File: src/rtl/spi_frame_pkg.sv
package spi_frame_pkg;
  // strobes handed from the frame control to the datapath
  typedef struct packed {
    logic shiftEn;  // take one serial bit into the frame register
    logic loadOut;  // copy the frame register onto the held outputs
  } frameStb_t;
endpackage

File: src/rtl/spi_frame_sync.sv
module spi_frame_sync #(
  parameter int WIDTH = 3,
  parameter int STAGES = 2,
  parameter logic [WIDTH-1:0] RESET_VAL = '0
) (
  input  logic             clk,
  input  logic             rstN,
  input  logic [WIDTH-1:0] asyncIn,
  output logic [WIDTH-1:0] syncOut
);
  logic [WIDTH-1:0] stageQ [STAGES];

  always_ff @(posedge clk) begin
    if (!rstN) stageQ[0] <= RESET_VAL;
    else       stageQ[0] <= asyncIn;
  end

  for (genvar s = 1; s < STAGES; s++) begin : g_stage
    always_ff @(posedge clk) begin
      if (!rstN) stageQ[s] <= RESET_VAL;
      else       stageQ[s] <= stageQ[s-1];
    end
  end

  assign syncOut = stageQ[STAGES-1];
endmodule

File: src/rtl/spi_frame_ctrl.sv
module spi_frame_ctrl
  import spi_frame_pkg::*;
#(
  parameter int FRAME_BITS = 24
) (
  input  logic      clk,
  input  logic      rstN,
  input  logic      csSync,
  input  logic      sckSync,
  output frameStb_t strb,
  output logic      execStb,
  output logic      shortErr
);
  localparam int CNT_W = $clog2(FRAME_BITS) + 2;
  localparam logic [CNT_W-1:0] FRAME_CNT = CNT_W'(FRAME_BITS);

  logic             csPrev, sckPrev;
  logic             csRise, csFall, sckRise, frameOk;
  logic [CNT_W-1:0] bitCnt;

  always_comb begin
    csRise       = csSync & ~csPrev;
    csFall       = ~csSync & csPrev;
    sckRise      = sckSync & ~sckPrev & ~csSync;
    frameOk      = bitCnt >= FRAME_CNT;
    strb.shiftEn = sckRise;
    strb.loadOut = csRise & frameOk;
  end

  always_ff @(posedge clk) begin
    if (!rstN) begin
      csPrev   <= 1'b1;
      sckPrev  <= 1'b0;
      bitCnt   <= '0;
      execStb  <= 1'b0;
      shortErr <= 1'b0;
    end else begin
      csPrev   <= csSync;
      sckPrev  <= sckSync;
      execStb  <= csRise & frameOk;
      shortErr <= csRise & ~frameOk;
      if (csFall)                          bitCnt <= '0;
      else if (sckRise && bitCnt != '1)    bitCnt <= bitCnt + 1'b1;
    end
  end

  AST_EXEC_PULSE: assert property (@(posedge clk) disable iff (!rstN)
    execStb |=> !execStb);
  AST_EXEC_NOT_SHORT: assert property (@(posedge clk) disable iff (!rstN)
    !(execStb && shortErr));
  AST_EXEC_FULL_FRAME: assert property (@(posedge clk) disable iff (!rstN)
    execStb |-> $past(bitCnt) >= FRAME_CNT);
  AST_SHORT_COUNT: assert property (@(posedge clk) disable iff (!rstN)
    shortErr |-> $past(bitCnt) < FRAME_CNT);
  AST_IDLE_NO_COUNT: assert property (@(posedge clk) disable iff (!rstN)
    (csSync && $past(csSync)) |-> $stable(bitCnt));
endmodule

File: src/rtl/spi_frame_dpath.sv
module spi_frame_dpath
  import spi_frame_pkg::*;
#(
  parameter int FRAME_BITS = 24,
  parameter int CMD_W = 4,
  parameter int ADDR_W = 4,
  parameter int CODE_W = 12
) (
  input  logic                               clk,
  input  logic                               rstN,
  input  logic                               sdiSync,
  input  frameStb_t                          strb,
  output logic [CMD_W-1:0]                   cmdOut,
  output logic [ADDR_W-1:0]                  addrOut,
  output logic [FRAME_BITS-CMD_W-ADDR_W-1:0] dataOut,
  output logic [CODE_W-1:0]                  dacCode
);
  localparam int DATA_W = FRAME_BITS - CMD_W - ADDR_W;

  logic [FRAME_BITS-1:0] frameQ;
  logic [CMD_W-1:0]      cmdQ;
  logic [ADDR_W-1:0]     addrQ;
  logic [DATA_W-1:0]     dataQ;

  always_ff @(posedge clk) begin
    if (!rstN) begin
      frameQ <= '0;
      cmdQ   <= '0;
      addrQ  <= '0;
      dataQ  <= '0;
    end else begin
      if (strb.shiftEn) frameQ <= {frameQ[FRAME_BITS-2:0], sdiSync};
      if (strb.loadOut) begin
        cmdQ  <= frameQ[FRAME_BITS-1 -: CMD_W];
        addrQ <= frameQ[DATA_W+ADDR_W-1 -: ADDR_W];
        dataQ <= frameQ[DATA_W-1:0];
      end
    end
  end

  assign cmdOut  = cmdQ;
  assign addrOut = addrQ;
  assign dataOut = dataQ;
  assign dacCode = dataQ[DATA_W-1 -: CODE_W];

  AST_HOLD_OUTPUTS: assert property (@(posedge clk) disable iff (!rstN)
    !strb.loadOut |=> ($stable(cmdQ) && $stable(addrQ) && $stable(dataQ)));
endmodule

File: src/rtl/spi_frame_rx.sv
module spi_frame_rx
  import spi_frame_pkg::*;
#(
  parameter int FRAME_BITS = 24,
  parameter int CMD_W = 4,
  parameter int ADDR_W = 4,
  parameter int CODE_W = 12,
  parameter int SYNC_STAGES = 2
) (
  input  logic                               clk,
  input  logic                               rstN,
  input  logic                               spiCsN,
  input  logic                               spiSck,
  input  logic                               spiSdi,
  output logic                               execStb,
  output logic                               shortErr,
  output logic [CMD_W-1:0]                   cmdOut,
  output logic [ADDR_W-1:0]                  addrOut,
  output logic [FRAME_BITS-CMD_W-ADDR_W-1:0] dataOut,
  output logic [CODE_W-1:0]                  dacCode
);
  logic [2:0] lineSync;
  frameStb_t  strb;

  spi_frame_sync #(.WIDTH(3), .STAGES(SYNC_STAGES), .RESET_VAL(3'b100)) u_sync (
    .clk(clk), .rstN(rstN),
    .asyncIn({spiCsN, spiSck, spiSdi}),
    .syncOut(lineSync)
  );

  spi_frame_ctrl #(.FRAME_BITS(FRAME_BITS)) u_ctrl (
    .clk(clk), .rstN(rstN),
    .csSync(lineSync[2]), .sckSync(lineSync[1]),
    .strb(strb), .execStb(execStb), .shortErr(shortErr)
  );

  spi_frame_dpath #(.FRAME_BITS(FRAME_BITS), .CMD_W(CMD_W), .ADDR_W(ADDR_W),
                    .CODE_W(CODE_W)) u_dpath (
    .clk(clk), .rstN(rstN), .sdiSync(lineSync[0]), .strb(strb),
    .cmdOut(cmdOut), .addrOut(addrOut), .dataOut(dataOut), .dacCode(dacCode)
  );
endmodule

File: config.mk
export PLATFORM = sky130hd
export DESIGN_NAME = spi_frame_rx
export DESIGN_NICKNAME = d
export VERILOG_FILES = /design/src/rtl/spi_frame_pkg.sv /design/src/rtl/spi_frame_sync.sv /design/src/rtl/spi_frame_ctrl.sv /design/src/rtl/spi_frame_dpath.sv /design/src/rtl/spi_frame_rx.sv
export SDC_FILE = /design/constraint.sdc
export NUM_CORES = 1
export LEC_CHECK = 0
export BUFFER_PORTS_ARGS = -buffer_cell sky130_fd_sc_hd__buf_2
export CAP_MARGIN = 20
export CORE_UTILIZATION = 55
export CTS_BUF_LIST = sky130_fd_sc_hd__clkbuf_8
export CTS_CLUSTER_DIAMETER = 120
export DETAILED_ROUTE_END_ITERATION = 10
export GPL_ROUTABILITY_DRIVEN = 0
export PLACE_DENSITY = 0.76
export RECOVER_POWER = 100
export SETUP_SLACK_MARGIN = 0.15
export SYNTH_ARGS = -nofsm -noshare
export SYNTH_HDL_FRONTEND = slang
export SYNTH_SLANG_ARGS = --single-unit
File: constraint.sdc
create_clock -name clk -period 2.8 [get_ports clk]
set_input_delay 0.42 -clock clk [delete_from_list [all_inputs] [get_ports clk]]
set_output_delay 0.42 -clock clk [all_outputs]
set_load 0.05 [all_outputs]
==> impl_results.rst, run 1 <==
.. list-table::
   :header-rows: 1

   * - Metric
     - Value
   * - Result of the run
     - complete, but fails checks
   * - Violated checks
     - design-rule violations
   * - Actual slew at the worst max-slew pin
     - 1.205 ns
   * - Routing layer with the top usage in global route
     - met2
   * - I/O pin count
     - 43
   * - Series of cell instances along the critical path
     - nor3b_1 -> clkbuf_1 -> a41oi_1 -> a211oi_1
   * - Antenna violations before repair
     - 0
   * - TritonRoute pass-1 iters
     - 7
   * - Net switching power of the design
     - 0.3525 mW
   * - Share of async-settable or async-resettable flops after synthesis
     - 0
   * - Horizontal die dimension
     - 71.19 um
   * - Syn Area/Cell
     - 9.046 sq um
   * - Register bit total from synthesis
     - 65
   * - Via count of the first global-routing pass
     - 1883
   * - Post-detailed-placement half-perimeter wirelength
     - 2933 um
   * - Root cell of the clock tree
     - sky130_fd_sc_hd__clkbuf_8
   * - Time the worst path needs with I/O delays and setup
     - 2.081 ns
   * - Total clock buffers created by CTS
     - 9
   * - Kind of capture point of the worst setup path
     - flop
   * - Area Growth Syn to Fin
     - 6.892%
   * - Total DRC errors in the routed layout
     - 7
   * - Fraction of the cycle the final worst path needs
     - 0.7433
   * - Total of hold buffers inserted after clock tree synthesis
     - 0
   * - Critical path buffer and inverter count
     - 1
   * - Quantity of gates resized following cts
     - 0
   * - Most used flip-flop cell after synthesis
     - sky130_fd_sc_hd__dfxtp_1
   * - Post-Route Hold Slack
     - 0.2804 ns
   * - Fraction of layout instances using a drive strength above 1
     - 0.06349
   * - Rows
     - 24
   * - Peak VDD IR
     - 0.0004115 V
   * - Starting DRC count in detailed routing
     - 127
   * - Global Route Usage Sum
     - 0.2147
   * - Post-synth EDFFs
     - 0
   * - Leading cell types by total area after synthesis
     - sky130_fd_sc_hd__dfxtp_1 49%, sky130_fd_sc_hd__a21boi_0 13%, sky130_fd_sc_hd__nand2_1 7.1%
   * - Number of buffers on the longest clock path
     - 2
   * - Arrival @ worst endpoint
     - 2.33 ns
   * - Setup crit start kind
     - flop
   * - Floorplan die height
     - 71.19 um
   * - GRT met2 Usage
     - 0.3566
   * - Cell taking the most area after synthesis
     - sky130_fd_sc_hd__dfxtp_1
   * - Longest individual stage delay on the worst path
     - 0.91 ns
   * - Source-to-sink clock delay at the later pin of the worst-skew pair
     - 0.33 ns
   * - Maximum clock rate
     - 480.5 MHz
   * - Effective utilization at floorplan
     - 0.5884
   * - Total power after layout
     - 1.628 mW
   * - Core area
     - 0.004474 sq mm
   * - Type of the setup path with the least slack
     - flop to flop
   * - Routed Wire Length
     - 4918 um
   * - Top post-synthesis cells by count
     - 65 x sky130_fd_sc_hd__dfxtp_1, 50 x sky130_fd_sc_hd__nand2_1, 44 x sky130_fd_sc_hd__a21boi_0
   * - Internal portion of total power
     - 1.276 mW
   * - Clock edge transition at the registers on the reported setup and hold paths
     - 0.06 ns
   * - Synthesized netlist net count
     - 298
   * - Post-Synthesis Cell Area
     - 0.002633 sq mm
   * - Classification of the worst-slack hold path
     - input port to flop
   * - Sequential fraction of the synthesis area
     - 0.4943
   * - Total clock sinks
     - 65
   * - Detail-routed net length per standard cell
     - 13.40 um
   * - Final setup skew
     - 0.005578 ns
   * - H-tree lvl count
     - 3
   * - Final Net Count
     - 318
   * - Count of filler cells inserted in the layout
     - 423
   * - Full die area
     - 0.005067 sq mm
   * - Number of routed nets with antenna violations
     - 0
   * - Largest net degree at the start of global routing
     - 62
   * - Switching part of the total power
     - 0.2165
   * - Pwr per Cell Area
     - 578.6 mW/mm^2
   * - Count of max-cap constraint violations
     - 0
   * - Synthesized-area fraction occupied by adder cells
     - 0.009506
   * - Post-synthesis xor/xnor area fraction
     - 0
   * - Via Count
     - 1996
   * - Fin. max-slew vios
     - 0
   * - Portion of synthesized cell area occupied by the leading cell type
     - 0.4943
   * - Count of endpoints failing setup in the final report
     - 0
   * - Count of buffers added by post-CTS timing repair for setup
     - 0
   * - Sequential Area
     - 0.001301 sq mm
   * - Worst rel slew slack
     - 0.1969
   * - Share of power burned in the clock network
     - 0.404
   * - Unrepaired setup endpoints after global routing
     - no
   * - # diodes
     - 0
   * - Required time of the critical path
     - 3.04 ns
   * - Logic gate share of total power
     - 0.024
   * - Critical Path Fanout Max
     - 29
   * - Met3 track demand over resource in global routing
     - 0.07265
   * - Most frequently used cell type in the post-synthesis netlist
     - sky130_fd_sc_hd__dfxtp_1
   * - # port buffers
     - 42
   * - Category of cells accounting for the largest share of critical-path delay
     - buffers and inverters
   * - Leakage power summed over all cells
     - 0.9249 nW
   * - Simple-Gate Fraction of Synth Area
     - 0.1640
   * - Multi-input gate area
     - 0.001095 sq mm
   * - Ys Warns
     - 0
   * - Total overflow reported by the global router
     - 0
   * - Sequential power share
     - 0.573
   * - TritonCTS clock tree
     - yes
   * - Number of unique standard cell types used by synthesis
     - 31
   * - Total negative slack for setup checks
     - 0 ns
   * - Proportion of synthesized area in mux cells
     - 0.007605
   * - Final number of hold-violating endpoints
     - 0
   * - Share of the synthesized area in compound gates (AO/OA/AOI/OAI)
     - 0.2419
   * - Slowest stage cell on the critical path
     - sky130_fd_sc_hd__clkbuf_1
   * - Average vias per placed instance
     - 5.439
   * - GR Util met1
     - 0.2541
   * - Wire length of the first global-routing pass
     - 8397 um
   * - Post-synthesis instance total
     - 291
   * - Largest family of logic cells by synthesized area
     - compound AO/OA/AOI/OAI gates
[kinds of logic (layout without fill, tap and decap cells)]
group	count (synthesis)	after routing
simple gates	94	94
compound gates	89	89
mux	2	2
flops	65	65
buf+inv	39	63
fa+ha+maj	2	2
[final timing paths]
path                             from                  end  slack (ns)  cells after the start
hold reg to reg   u_sync.stageQ[0][2]  u_sync.stageQ[1][2]        0.41                      1
setup / recovery  u_sync.stageQ[1][2]     u_ctrl.bitCnt[5]        0.72                      4
setup reg to reg  u_sync.stageQ[1][2]     u_ctrl.bitCnt[5]        0.72                      4
hold / removal                 spiCsN  u_sync.stageQ[0][2]        0.28                      2
[power by group through the flow]
stage	Sequential [mW]	Combinational (mW)	Clock (mW)
after detailed placement	0.953	0.0398	0
final	0.932	0.0384	0.657
after global routing	0.932	0.0422	0.714
after CTS	0.932	0.0398	0.678
after floorplan	0.952	0.0308	0
after global placement	0.953	0.0395	0
[stage by stage]
stage | utilization | std cells | instance area, sq um | worst slack (ns)
global route | 0.6289 | 367 | 2814 | 0.5200
floorplan | - | 291 | 2633 | 1.365
CTS | 0.6460 | 367 | 2890 | 0.9079
global placement | 0.6099 | 352 | 2729 | 0.9597
detailed placement | 0.6099 | 352 | 2729 | 0.9227
finish | 0.6289 | 367 | 2814 | 0.7186
[layout make-up]
type	count	area share
clock buffers	10	0.04891
clock inverters	5	0.008448
inverters	3	0.004002
multi-input cells	187	0.3891
flip-flops and latches	65	0.4624
well taps	52	0.02312
repair buffers	45	0.06403
[routing by layer]
| layer | share of wire | up-vias |
|---|---|---|
| li1 | - | 1018 |
| met1 | 0.46 | 925 |
| met2 | 0.49 | 51 |
| met3 | 0.045 | 2 |
| met4 | 0.0047 | 0 |
| met5 | 0 | - |
[cells in the final DEF (no fill, tap or decap), types with 2 or more instances in the layout]
cell type,instances
sky130_fd_sc_hd__nand2_1,50
sky130_fd_sc_hd__o211ai_1,4
sky130_fd_sc_hd__a21boi_1,3
sky130_fd_sc_hd__and2_1,5
sky130_fd_sc_hd__a21boi_0,45
sky130_fd_sc_hd__clkbuf_8,10
sky130_fd_sc_hd__a41oi_1,3
sky130_fd_sc_hd__ha_1,2
sky130_fd_sc_hd__inv_1,4
sky130_fd_sc_hd__clkbuf_1,40
sky130_fd_sc_hd__a211oi_1,2
sky130_fd_sc_hd__nor2_1,3
sky130_fd_sc_hd__o21ai_0,25
sky130_fd_sc_hd__buf_2,3
sky130_fd_sc_hd__dfxtp_1,65
sky130_fd_sc_hd__clkinv_2,4
sky130_fd_sc_hd__nand3_1,24
sky130_fd_sc_hd__mux2i_1,2
sky130_fd_sc_hd__buf_4,2
sky130_fd_sc_hd__a21oi_1,3
sky130_fd_sc_hd__nand2b_1,4
sky130_fd_sc_hd__a311oi_1,2
sky130_fd_sc_hd__and3_1,3
[state kept, by name, indices dropped and copies added, names as in the netlist]
name	cells
u_ctrl.bitCnt	7
u_dpath.dataOut	16
u_ctrl.execStb	1
u_ctrl.shortErr	1
u_sync.stageQ	6
u_dpath.cmdOut	4
u_ctrl.sckPrev	1
u_dpath.addrOut	4
u_dpath.frameQ	24
u_ctrl.csPrev	1
Power figures use the tool's default switching activity.
==> run 2, diff against run 1 <==
- clock period: 2.8 -> 2.09 ns (I/O delays scaled with it)
==> impl_results.rst, run 2 (synthesized netlist as in run 1, its figures left out) <==
.. list-table::
   :header-rows: 1

   * - Metric
     - Value
   * - Peak VDD IR
     - 0.0005283 V (was 0.0004115 V)
   * - Fraction of layout instances using a drive strength above 1
     - 0.08411 (was 0.06349)
   * - Maximum clock rate
     - 600.0 MHz (was 480.5 MHz)
   * - Fraction of the cycle the final worst path needs
     - 0.7975 (was 0.7433)
   * - Kind of capture point of the worst setup path
     - flop (unchanged)
   * - Root cell of the clock tree
     - sky130_fd_sc_hd__clkbuf_8 (unchanged)
   * - Global Route Usage Sum
     - 0.2200 (was 0.2147)
   * - Final Net Count
     - 324 (was 318)
   * - Total DRC errors in the routed layout
     - 7 (unchanged)
   * - Fin. max-slew vios
     - 0 (unchanged)
   * - Via count of the first global-routing pass
     - 1946 (was 1883)
   * - Rows
     - 24 (unchanged)
   * - Clock edge transition at the registers on the reported setup and hold paths
     - 0.06 ns (about the same)
   * - Final number of hold-violating endpoints
     - 0 (unchanged)
   * - Leakage power summed over all cells
     - 0.9500 nW (was 0.9249 nW)
   * - # port buffers
     - 42 (unchanged)
   * - Commonest non-fill, non-tap cells in the layout
     - 65 x sky130_fd_sc_hd__dfxtp_1, 50 x sky130_fd_sc_hd__nand2_1, 48 x sky130_fd_sc_hd__a21boi_0, 40 x sky130_fd_sc_hd__clkbuf_1, 25 x sky130_fd_sc_hd__o21ai_0 (was 65 x sky130_fd_sc_hd__dfxtp_1, 50 x sky130_fd_sc_hd__nand2_1, 45 x sky130_fd_sc_hd__a21boi_0, 40 x sky130_fd_sc_hd__clkbuf_1, 25 x sky130_fd_sc_hd__o21ai_0)
   * - Post-detailed-placement half-perimeter wirelength
     - 3236 um (was 2933 um)
   * - Required time of the critical path
     - 2.28 ns (was 3.04 ns)
   * - Type of the setup path with the least slack
     - flop to flop (unchanged)
   * - Wire length of the first global-routing pass
     - 8542 um (was 8397 um)
   * - Flip-flop count of the largest register after layout
     - 24 (unchanged)
   * - TritonRoute pass-1 iters
     - 7 (unchanged)
   * - Quantity of gates resized following cts
     - 0 (unchanged)
   * - H-tree lvl count
     - 3 (unchanged)
   * - # diodes
     - 0 (unchanged)
   * - Setup crit start kind
     - flop (unchanged)
   * - Detail-routed net length per standard cell
     - 13.76 um (was 13.40 um)
   * - Placed Cells incl. Taps
     - 358 (was 352)
   * - Worst rel slew slack
     - 0.5236 (was 0.1969)
   * - Total clock sinks
     - 65 (unchanged)
   * - Total of hold buffers inserted after clock tree synthesis
     - 0 (unchanged)
   * - Starting DRC count in detailed routing
     - 134 (was 127)
   * - Count of max-cap constraint violations
     - 0 (unchanged)
   * - Total overflow reported by the global router
     - 0 (unchanged)
   * - Full die area
     - 0.005067 sq mm (unchanged)
   * - I/O pin count
     - 43 (unchanged)
   * - Most frequent standard cell in the layout excluding fill and tap cells
     - sky130_fd_sc_hd__dfxtp_1 (unchanged)
   * - Number of buffers on the longest clock path
     - 2 (unchanged)
   * - Arrival @ worst endpoint
     - 1.86 ns (was 2.33 ns)
   * - Count of filler cells inserted in the layout
     - 408 (was 423)
   * - TritonCTS clock tree
     - yes (unchanged)
   * - Time the worst path needs with I/O delays and setup
     - 1.667 ns (was 2.081 ns)
   * - Top register by number of flip-flops
     - u_dpath.frameQ (unchanged)
   * - Violated checks
     - design-rule violations (unchanged)
   * - Via Count
     - 2041 (was 1996)
   * - Routed Wire Length
     - 5134 um (was 4918 um)
   * - Horizontal die dimension
     - 71.19 um (unchanged)
   * - Core area
     - 0.004474 sq mm (unchanged)
   * - Unrepaired setup endpoints after global routing
     - no (unchanged)
   * - Classification of the worst-slack hold path
     - input port to flop (unchanged)
   * - Area Growth Syn to Fin
     - 9.363% (was 6.892%)
   * - Result of the run
     - complete, but fails checks (unchanged)
   * - Count of endpoints failing setup in the final report
     - 0 (unchanged)
   * - Largest net degree at the start of global routing
     - 45 (was 62)
   * - Total negative slack for setup checks
     - 0 ns (unchanged)
   * - Source-to-sink clock delay at the later pin of the worst-skew pair
     - 0.33 ns (about the same)
   * - Final setup skew
     - 0.005888 ns (was 0.005578 ns)
   * - Post-layout instance count excluding filler cells
     - 373 (was 367)
   * - Pwr per Cell Area
     - 760.3 mW/mm^2 (was 578.6 mW/mm^2)
   * - Average vias per placed instance
     - 5.472 (was 5.439)
   * - Total power after layout
     - 2.189 mW (was 1.628 mW)
   * - Actual slew at the worst max-slew pin
     - 0.7147 ns (was 1.205 ns)
   * - Critical Path Fanout Max
     - 14 (was 29)
   * - Total clock buffers created by CTS
     - 9 (unchanged)
   * - Count of buffers added by post-CTS timing repair for setup
     - 0 (unchanged)
   * - Effective utilization at floorplan
     - 0.5884 (unchanged)
   * - Antenna violations before repair
     - 0 (unchanged)
   * - Floorplan die height
     - 71.19 um (unchanged)
   * - Number of routed nets with antenna violations
     - 0 (unchanged)
[run 2: layout make-up]
cell class,instances,area (sq um),area share
Timing Repair Buffer,51,220.2,0.07649
Tap cell,52,65.06,0.02260
Clock buffer,10,137.6,0.04781
Multi-Input combinational cell,187,1119,0.3885
Inverter,3,11.26,0.003911
Clock inverter,5,25.02,0.008692
Sequential cell,65,1301,0.4520
[run 2: worst max-delay path, stage by stage (launching register included)]
cell,delay (ns)
sky130_fd_sc_hd__dfxtp_1,0.39
sky130_fd_sc_hd__or3b_1,0.65
sky130_fd_sc_hd__a41oi_4,0.35
sky130_fd_sc_hd__a311oi_1,0.13
[run 2: metrics by stage]
| stage | utilization | setup WS (ns) | hold WS (ns) | area, sq um |
|---|---|---|---|---|
| after detailed placement | 0.6200 | 0.4370 | 0.3994 | 2774 |
| final | 0.6435 | 0.4233 | 0.1552 | 2879 |
| after CTS | 0.6563 | 0.4223 | 0.1449 | 2937 |
| after floorplan | - | 0.6549 | 0.3863 | 2633 |
| after global routing | 0.6435 | 0.2702 | 0.1567 | 2879 |
| after global placement | 0.6200 | 0.4704 | 0.3931 | 2774 |
[run 2: worst paths after layout]
check,startpoint,end,slack (ns),depth (start not counted)
max,u_sync.stageQ[1][2],u_ctrl.bitCnt[2],0.42,3
min,spiCsN,u_sync.stageQ[0][2],0.16,2
max reg2reg,u_sync.stageQ[1][2],u_ctrl.bitCnt[2],0.42,3
min reg2reg,u_sync.stageQ[0][2],u_sync.stageQ[1][2],0.41,1
[run 2: where the power goes]
part	switching (mW)	internal, mW	leakage [nW]
Combinational	0.0314	0.0219	0.335
Sequential	0.00394	1.25	0.525
Clock	0.444	0.443	0.0905
[run 2: layer usage]
| metal | vias to the layer above | part of all wire | global-route usage |
|---|---|---|---|
| li1 | 1034 | - | - |
| met1 | 954 | 0.48 | 0.2708 |
| met2 | 44 | 0.46 | 0.3587 |
| met3 | 9 | 0.043 | 0.05128 |
| met4 | 0 | 0.018 | 0.1156 |
| met5 | - | 0 | 0 |
==> run 3, diff against run 2 <==
- CORE_UTILIZATION: 55 -> 52
- PLACE_DENSITY: 0.76 -> 0.75
- clock period: 2.09 -> 1.3 ns (I/O delays scaled with it)
==> impl_results.rst, run 3 (synthesized netlist as in run 1, its figures left out) <==
.. list-table::
   :header-rows: 1

   * - Metric
     - Value
   * - Result of the run
     - complete, but fails checks (unchanged)
   * - Violated checks
     - negative setup slack (was design-rule violations)
   * - Fraction of layout instances using a drive strength above 1
     - 0.4323 (was 0.08411)
   * - Area Growth Syn to Fin
     - 35.03% (was 9.363%)
   * - TritonCTS clock tree
     - yes (unchanged)
   * - Setup crit start kind
     - flop (unchanged)
   * - Type of the setup path with the least slack
     - flop to flop (unchanged)
   * - Root cell of the clock tree
     - sky130_fd_sc_hd__clkbuf_8 (unchanged)
   * - Kind of capture point of the worst setup path
     - flop (unchanged)
   * - Leakage power summed over all cells
     - 1.317 nW (was 0.9500 nW)
   * - Fraction of the cycle the final worst path needs
     - 1.012 (was 0.7975)
   * - Maximum clock rate
     - 760.0 MHz (was 600.0 MHz)
   * - Net switching power of the design
     - 0.8638 mW (was 0.4789 mW)
   * - Routed Wire Length
     - 6513 um (was 5134 um)
   * - Final number of hold-violating endpoints
     - 0 (unchanged)
   * - Logic gate share of total power
     - 0.038 (was 0.024)
   * - Pwr per Cell Area
     - 1103 mW/mm^2 (was 760.3 mW/mm^2)
   * - Commonest non-fill, non-tap cells in the layout
     - 54 x sky130_fd_sc_hd__dfxtp_1, 49 x sky130_fd_sc_hd__nand2_1, 39 x sky130_fd_sc_hd__clkbuf_2, 24 x sky130_fd_sc_hd__a21boi_0, 22 x sky130_fd_sc_hd__a21boi_1 (was 65 x sky130_fd_sc_hd__dfxtp_1, 50 x sky130_fd_sc_hd__nand2_1, 48 x sky130_fd_sc_hd__a21boi_0, 40 x sky130_fd_sc_hd__clkbuf_1, 25 x sky130_fd_sc_hd__o21ai_0)
   * - Count of endpoints failing setup in the final report
     - 4 (was 0)
   * - Flip-flop count of the largest register after layout
     - 24 (unchanged)
   * - Multi-input gate area
     - 0.001364 sq mm (was 0.001119 sq mm)
   * - Total negative slack for setup checks
     - -0.03808 ns (was 0 ns)
   * - Largest net degree at the start of global routing
     - 36 (was 45)
   * - Required time of the critical path
     - 1.57 ns (was 2.28 ns)
   * - Final Net Count
     - 349 (was 324)
   * - Arrival @ worst endpoint
     - 1.58 ns (was 1.86 ns)
   * - Effective utilization at floorplan
     - 0.5501 (was 0.5884)
   * - # diodes
     - 0 (unchanged)
   * - Source-to-sink clock delay at the later pin of the worst-skew pair
     - 0.34 ns (was 0.33 ns)
   * - Average vias per placed instance
     - 5.541 (was 5.472)
   * - Starting DRC count in detailed routing
     - 147 (was 134)
   * - I/O pin count
     - 43 (unchanged)
   * - Number of buffers on the longest clock path
     - 2 (unchanged)
   * - Full die area
     - 0.005351 sq mm (was 0.005067 sq mm)
   * - Number of routed nets with antenna violations
     - 0 (unchanged)
   * - Switching part of the total power
     - 0.2203 (was 0.2188)
   * - Top register by number of flip-flops
     - u_dpath.frameQ (unchanged)
   * - Via Count
     - 2294 (was 2041)
   * - Wire length of the first global-routing pass
     - 9894 um (was 8542 um)
   * - Longest individual stage delay on the worst path
     - 0.42 ns (was 0.65 ns)
   * - Clock edge transition at the registers on the reported setup and hold paths
     - 0.06 ns (about the same)
   * - Share of the core filled with cells
     - 0.7427 (was 0.6435)
   * - Series of cell instances along the critical path
     - or3b_4 -> a41oi_4 -> mux2i_1 (was or3b_1 -> a41oi_4 -> a311oi_1)
   * - # port buffers
     - 42 (unchanged)
   * - Rows
     - 25 (was 24)
   * - Design area
     - 0.003555 sq mm (was 0.002879 sq mm)
   * - Final setup slack of the worst path
     - -0.01577 ns (was 0.4233 ns)
   * - Internal portion of total power
     - 3.058 mW (was 1.710 mW)
   * - Unrepaired setup endpoints after global routing
     - yes (was no)
   * - Final setup skew
     - 0.007703 ns (was 0.005888 ns)
   * - Via count of the first global-routing pass
     - 2132 (was 1946)
   * - Fin. max-slew vios
     - 0 (unchanged)
   * - Worst r2r path cells
     - 3 (unchanged)
   * - Time the worst path needs with I/O delays and setup
     - 1.316 ns (was 1.667 ns)
   * - Total DRC errors in the routed layout
     - 0 (was 7)
   * - Sequential Area
     - 0.001318 sq mm (was 0.001301 sq mm)
   * - Slowest stage cell on the critical path
     - sky130_fd_sc_hd__or3b_4 (was sky130_fd_sc_hd__or3b_1)
   * - Placed Cells incl. Taps
     - 384 (was 358)
   * - Count of filler cells inserted in the layout
     - 353 (was 408)
   * - Total clock sinks
     - 65 (unchanged)
   * - Critical Path Fanout Max
     - 5 (was 14)
   * - Peak VDD IR
     - 0.001064 V (was 0.0005283 V)
   * - Detail-routed net length per standard cell
     - 15.73 um (was 13.76 um)
   * - Post-layout instance count excluding filler cells
     - 414 (was 373)
   * - Total overflow reported by the global router
     - 0 (unchanged)
   * - Total clock buffers created by CTS
     - 9 (unchanged)
   * - Post-Route Hold Slack
     - 0.04020 ns (was 0.1552 ns)
   * - Floorplan die height
     - 73.15 um (was 71.19 um)
   * - Worst rel slew slack
     - 0.5766 (was 0.5236)
   * - Actual slew at the worst max-slew pin
     - 0.6351 ns (was 0.7147 ns)
   * - Sequential power share
     - 0.511 (was 0.571)
   * - Horizontal die dimension
     - 73.15 um (was 71.19 um)
   * - Share of power burned in the clock network
     - 0.451 (was 0.405)
   * - Post-detailed-placement half-perimeter wirelength
     - 3267 um (was 3236 um)
   * - Count of max-cap constraint violations
     - 0 (unchanged)
   * - Post-DP Area
     - 0.002975 sq mm (was 0.002774 sq mm)
   * - Worst hold stages
     - 2 (unchanged)
   * - Classification of the worst-slack hold path
     - input port to flop (unchanged)
   * - Most frequent standard cell in the layout excluding fill and tap cells
     - sky130_fd_sc_hd__dfxtp_1 (unchanged)
   * - TritonRoute pass-1 iters
     - 4 (was 7)
   * - Global Route Usage Sum
     - 0.2457 (was 0.2200)
   * - H-tree lvl count
     - 3 (unchanged)
   * - Antenna violations before repair
     - 0 (unchanged)
   * - Core area
     - 0.004786 sq mm (was 0.004474 sq mm)
[run 3: changes by cell type in the layout (fill, tap and decap cells not counted), moves of 21 or more]
cell                       previous run  this run
sky130_fd_sc_hd__a21boi_0            48        24
sky130_fd_sc_hd__a21boi_1             0        22
sky130_fd_sc_hd__clkbuf_1            40         2
sky130_fd_sc_hd__clkbuf_2             2        39
sky130_fd_sc_hd__nand3_1             24         3
sky130_fd_sc_hd__o21ai_0             25         1
[run 3: layout make-up]
type                            count  area share
Sequential cell                    65      0.3706
Timing Repair Buffer               75      0.1612
Clock buffer                       11     0.04259
Tap cell                           67     0.02358
Inverter                            3    0.003168
Clock inverter                      5     0.01514
Multi-Input combinational cell    188      0.3837
[run 3: final timing paths]
kind	start	endpoint	slack, ns
setup / recovery	u_sync.stageQ[1][2]	u_ctrl.bitCnt[0]	-0.02
hold / removal	spiCsN	u_sync.stageQ[0][2]	0.04
setup reg to reg	u_sync.stageQ[1][2]	u_ctrl.bitCnt[0]	-0.02
hold reg to reg	u_sync.stageQ[0][2]	u_sync.stageQ[1][2]	0.41
[run 3: metal layers]
layer  wire length [um]  part of all wire  global-route usage
met1               2766              0.42              0.2933
met3                296             0.045             0.06077
met5                  0                 0                   0
met4                103             0.016              0.1220
met2               3346              0.51              0.4105
[run 3: power by group through the flow]
stage / Combinational, mW / Clock (mW) / Sequential, mW
CTS: 0.137 / 1.78 / 2.00
detailed placement: 0.109 / 0 / 2.05
finish: 0.151 / 1.77 / 2.00
global placement: 0.109 / 0 / 2.05
floorplan: 0.0699 / 0 / 2.05
global route: 0.160 / 1.87 / 2.00
[run 3: through the flow]
stage	power (mW)	setup slack, ns
floorplan	2.121	-0.08796
global route	4.038	-0.05389
finish	3.922	-0.01577
CTS	3.916	-0.006380
detailed placement	2.160	-0.04186
global placement	2.160	0.01019
[run 3: critical path: cells and delay by family, from the launching register on]
family | cells | cell delay [ns]
DFF | 1 | 0.32
muxes | 1 | 0.22
and+or+nand+nor | 1 | 0.42
AOI/OAI and AO/OA | 1 | 0.28
[run 3: what timing repair did]
item                                    CTS  global route
endpoints found under the setup margin   68            84
pin swaps                                29            15
hold buffers                              0             0
buffers inserted                          7             0
resized for setup                        87            59
gates cloned                              5             2
